--- config.mk ---
export PLATFORM = sky130hd
export DESIGN_NAME = rdc_capture
export DESIGN_NICKNAME = d
export VERILOG_FILES = /design/src/rtl/rdc_capture.sv
export SDC_FILE = /design/constraint.sdc
export NUM_CORES = 1
export LEC_CHECK = 0
export ABC_AREA = 1
export BUFFER_PORTS_ARGS = -buffer_cell sky130_fd_sc_hd__buf_2
export CAP_MARGIN = 25
export CORE_MARGIN = 2
export CORE_UTILIZATION = 40
export CTS_CLUSTER_SIZE = 14
export DETAILED_ROUTE_END_ITERATION = 16
export HOLD_SLACK_MARGIN = 0.1
export PLACE_DENSITY_LB_ADDON = 0.1
export SYNTH_ARGS = -nofsm -noshare
export SYNTH_HDL_FRONTEND = slang
export SYNTH_SLANG_ARGS = --single-unit
--- constraint.sdc ---
create_clock -name clk -period 1.65 [get_ports clk]
set_input_delay 0.0825 -clock clk [delete_from_list [all_inputs] [get_ports clk]]
set_output_delay 0.0825 -clock clk [all_outputs]
set_load 0.02 [all_outputs]
--- src/rtl/rdc_capture.sv ---
module rdc_capture #(
  parameter int DW = 32,
  parameter int AW = 16
) (
  input  logic          clk,
  input  logic          rst_n,
  input  logic          ctl_clear,
  input  logic          chk_en,
  input  logic          hit,
  input  logic [DW-1:0] diff,
  input  logic [DW-1:0] exp_data,
  input  logic [DW-1:0] rd_data,
  input  logic [AW-1:0] rd_addr,
  output logic          take,
  output logic          first_vld,
  output logic          first_exp_vld,
  output logic          first_rd_vld,
  output logic [DW-1:0] first_bits,
  output logic [AW-1:0] first_addr,
  output logic [DW-1:0] first_exp,
  output logic [DW-1:0] first_rd,
  output logic          sticky_vld,
  output logic [DW-1:0] sticky_bits
);
  logic accum;
  assign accum = chk_en && hit && !ctl_clear;
  assign take  = accum && !first_vld;

  always_ff @(posedge clk) begin
    if (!rst_n || ctl_clear) begin
      first_vld     <= 1'b0;
      first_exp_vld <= 1'b0;
      first_rd_vld  <= 1'b0;
      first_bits    <= '0;
      first_addr    <= '0;
      first_exp     <= '0;
      first_rd      <= '0;
      sticky_vld    <= 1'b0;
      sticky_bits   <= '0;
    end else begin
      if (take) begin
        first_vld     <= 1'b1;
        first_exp_vld <= 1'b1;
        first_rd_vld  <= 1'b1;
        first_bits    <= diff;
        first_addr    <= rd_addr;
        first_exp     <= exp_data;
        first_rd      <= rd_data;
      end
      if (accum) begin
        sticky_vld  <= 1'b1;
        sticky_bits <= sticky_bits | diff;
      end
    end
  end

  assert_first_frozen_R4: assert property (@(posedge clk) disable iff (!rst_n)
    (first_vld && !ctl_clear) |=> ($stable(first_bits) && $stable(first_addr)
                                   && $stable(first_exp) && $stable(first_rd) && first_vld));

  assert_sticky_keeps_bits_R5: assert property (@(posedge clk) disable iff (!rst_n)
    !ctl_clear |=> ((sticky_bits & $past(sticky_bits)) == $past(sticky_bits)));

  assert_sticky_flag_agrees_R5: assert property (@(posedge clk) disable iff (!rst_n)
    sticky_vld == (sticky_bits != '0));
endmodule

---- After elaboration in Yosys (flattened, before gate mapping) ----
Cells that the tools add are included.
cells by class
  $add $sub $neg .......................... 0
  multiply operators ...................... 0
  div/mod/pow operators ................... 0
  order comparisons ....................... 0
  eq/ne operators ......................... 0
  shifts and indexed selects .............. 0
  muxes and demuxes ....................... 0
  bitwise gates (word level) .............. 1
  reductions and logical operators ........ 7
operators with widths
  operator             count
  $or A32 B32 Y32      1
  $logic_and A1 B1 Y1  3
  $logic_not A1 Y1     3
  $logic_or A1 B1 Y1   1
storage, ports and cells
  bits in registers ....................... 146
  latch bits .............................. 0
  RAM bits ................................ 0
  memory bits (read-only) ................. 0
  input port bits ......................... 117
  output and inout port bits .............. 149
  logic and storage cells ................. 15
  memories kept ........................... 0

---- Longest topological paths before layout ----
  depth after elaboration ................. 3
  mapped depth ............................ 7
  mapped depth without buffers ............ 5

---- Worst setup path before layout ----
No wires, ideal clock.
  path type ............................... reg-to-reg
  from .................................... register first_rd_vld (netlist name)
  to ...................................... register first_addr[0]
  setup time .............................. 0.115 ns
  arrival ................................. 1.101 ns
  data required time ...................... 1.535 ns
  setup slack ............................. 0.434 ns
  cell stages (with the launch flop) ...... 6
  cells stage by stage .................... dfxtp_1 inv_2 buf_2 buf_2 a21oi_1 nor2_1
RTL lines
  item                  RTL line  text
  to (signal assigned)  46        first_addr <= rd_addr;
  to (decl)             19        output logic [AW-1:0] first_addr,

==> impl_metrics.toml <==
[detailed_routing]
vias = 6508
wirelength_um = 17770
drc = 0
avgRoutedWirePerCell_um = 12.41
ant_nets = 0
drtIter0Drc = 252
drt_pass1_iterations = 5
vias_per_cell = 4.545

[logic_synthesis]
synthCells = 882
seq_area_frac_synth_pct = 47.71
avgSynthCellArea_um2 = 6.945
netlist_area_um2 = 6126
syn_nets = 999
yosysWarningCount = 0
ys_ff_latch = 146
ys_types = 12

[placement]
port_buffers = 265
dp_hpwl_um = 10950
gp_congestion = 0.7563
place_inst = 1286
dpl-instance-area_um2 = 7642

[cells_and_area]
layout_commonest_cell = "buf_2"
multi_input_area_um2 = 2285
fin_area_um2 = 9468
mostFrequentLayoutCells = "265 x buf_2, 146 x nand2_1, 146 x inv_1"
seq_area_um2 = 2927
postLayoutCoreUtil_pct = 62.74
nets = 1348
n_antenna_cell = 0
drive_gt1_share_pct = 25.88
fillers = 1407
areaGrowthSynthToFinish_pct = 54.55
instances_no_fill = 1432

[sta]
hold_violations = 0
worst_pin_slew_ps = 646.7
setup_tns_ps = 0
setup_viol = 0
clock.fmax_mhz = 672.1
drv_slew = 0
fin_crit_sh_pct = 90.17
grt_setup_unrepaired = "false"
fin_skew_ps = 9.306
period_needed_ps = 1488
relSlewSlack_pct = 56.82

[clock_network]
path_clk_slew_ps = 60
numClockSinks = 146
htree_levels = 4
cts_tree = "done"
cts_setup_buffers = 0
clk_latency_ps = 410
root_buffer = "clkbuf_16"
ctsLongestPathBuffers = 2
cts_made_buffers = 17

[worst_setup_path]
endpoint_kind = "primary output"
max_stage_delay_ps = 410
required_ps = 1570
critPathLaunchType = "flip-flop"
path_class = "flip-flop to primary output"
cp_cell_sequence = "inv_16, buf_4, nand2_1, inv_1, buf_2"
cp.arrival_ps = 1410
cp_max_fo = 22
worst_path_max_delay_cell = "dfxtp_4"

[floorplan]
die_y_um = 127.8
dieArea_um2 = 16320
start_util_pct = 40.60
die_x_um = 127.8
rows = 45
ioPinCount = 266
fp.coreArea_um2 = 15090

[global_route]
grt_pass1_wl_um = 27980
grt_usage_pct = 21.01
gr-total-overflow = 0
antenna_found_initial = 0
grt_pass1_vias = 5990
grt_start_max_net_pins = 73

[power_and_ir_drop]
ir_drop_uv = 616.3
cellLeakagePower_nw = 4.644
powerDensity_nw_per_um2 = 955.3

[status]
status = "complete, no violations"

[hold_path]
hold_path_class = "input port to flip-flop"

[run]
drv_cap = 0
[routing by layer]
metal / vias up / track usage [%] / routed length, um
met2: 179 / 36.08 / 8637
met5: - / 0 / 0
met1: 2889 / 25.48 / 7878
met4: 0 / 7.757 / 278
met3: 20 / 5.259 / 978
li1: 3420 / - / -
[sequential cells by signal, summed over array words and instances, names as in the netlist]
signal and flops:
first_rd 32, sticky_bits 32, first_exp 32, first_addr 16, first_rd_vld 1, first_bits 32, sticky_vld 1
[layout make-up]
type / instances / area share, %
Inverter: 148 / 6.039
Tap cell: 188 / 2.484
Clock inverter: 11 / 2.114
Clock buffer: 21 / 4.969
Timing Repair inverter: 1 / 0.09251
Timing Repair Buffer: 398 / 29.26
Sequential cell: 146 / 30.91
Multi-Input combinational cell: 519 / 24.13
[synth_stat cells (all sizes together)]
| library cell | instances | area, um2 |
|---|---|---|
| inv | 148 | 555.5 |
| buf | 55 | 315.3 |
| a21oi | 145 | 725.7 |
| dfxtp | 146 | 2923 |
| nor2 | 116 | 445.4 |
| nand3 | 112 | 560.5 |
| nand2 | 146 | 548.0 |
| clkbuf | 14 | 52.55 |
[power by group]
group	switching, W	internal (W)	total, W
sequential	0.0000391	0.00360	0.00364
clock	0.00150	0.00282	0.00432
combinational	0.000567	0.000517	0.00108
[metrics by stage]
stage / power [W] / worst slack (ps) / hold WS, ps
2_1_floorplan: 0.004248 / 434.0 / 224.7
3_3_place_gp: 0.004574 / 391.5 / 345.4
3_5_place_dp: 0.004576 / 385.7 / 348.8
4_1_cts: 0.009125 / 8.213 / 236.6
5_1_grt: 0.009384 / 79.94 / 264.0
6_report: 0.009045 / 162.1 / 238.5
[logic make-up (layout without fill, tap and decap cells)]
family,after synthesis,count (layout),synth area share [%]
AO/OA/AOI/OAI,145,145,11.85
buffers and inverters,217,579,15.07
flip-flops,146,146,47.71
AND/OR/NAND/NOR,374,374,25.37
[worst max-delay path: cells and delay by family, from the launching register on]
kind / cells / cell delay [ps]
buf+inv: 4 / 520
simple gates: 1 / 60
flops: 1 / 410
[repair_timing]
action                                  in CTS  in global routing
hold buffers                               113                  0
gates resized for setup                      4                  2
endpoints found under the setup margin       1                  1
endpoints found under the hold margin      145                  0
gates cloned                                 1                  0
[worst paths after layout]
check                 start        endpoint  slack [ps]  depth (start not counted)
min reg2reg  sticky_bits[2]  sticky_bits[2]         440                          2
max            first_rd_vld            take         160                          5
min               ctl_clear    first_rd[13]         240                          5
max reg2reg    first_rd_vld    first_exp[6]         540                          4
(Power assumes the default switching activity.)
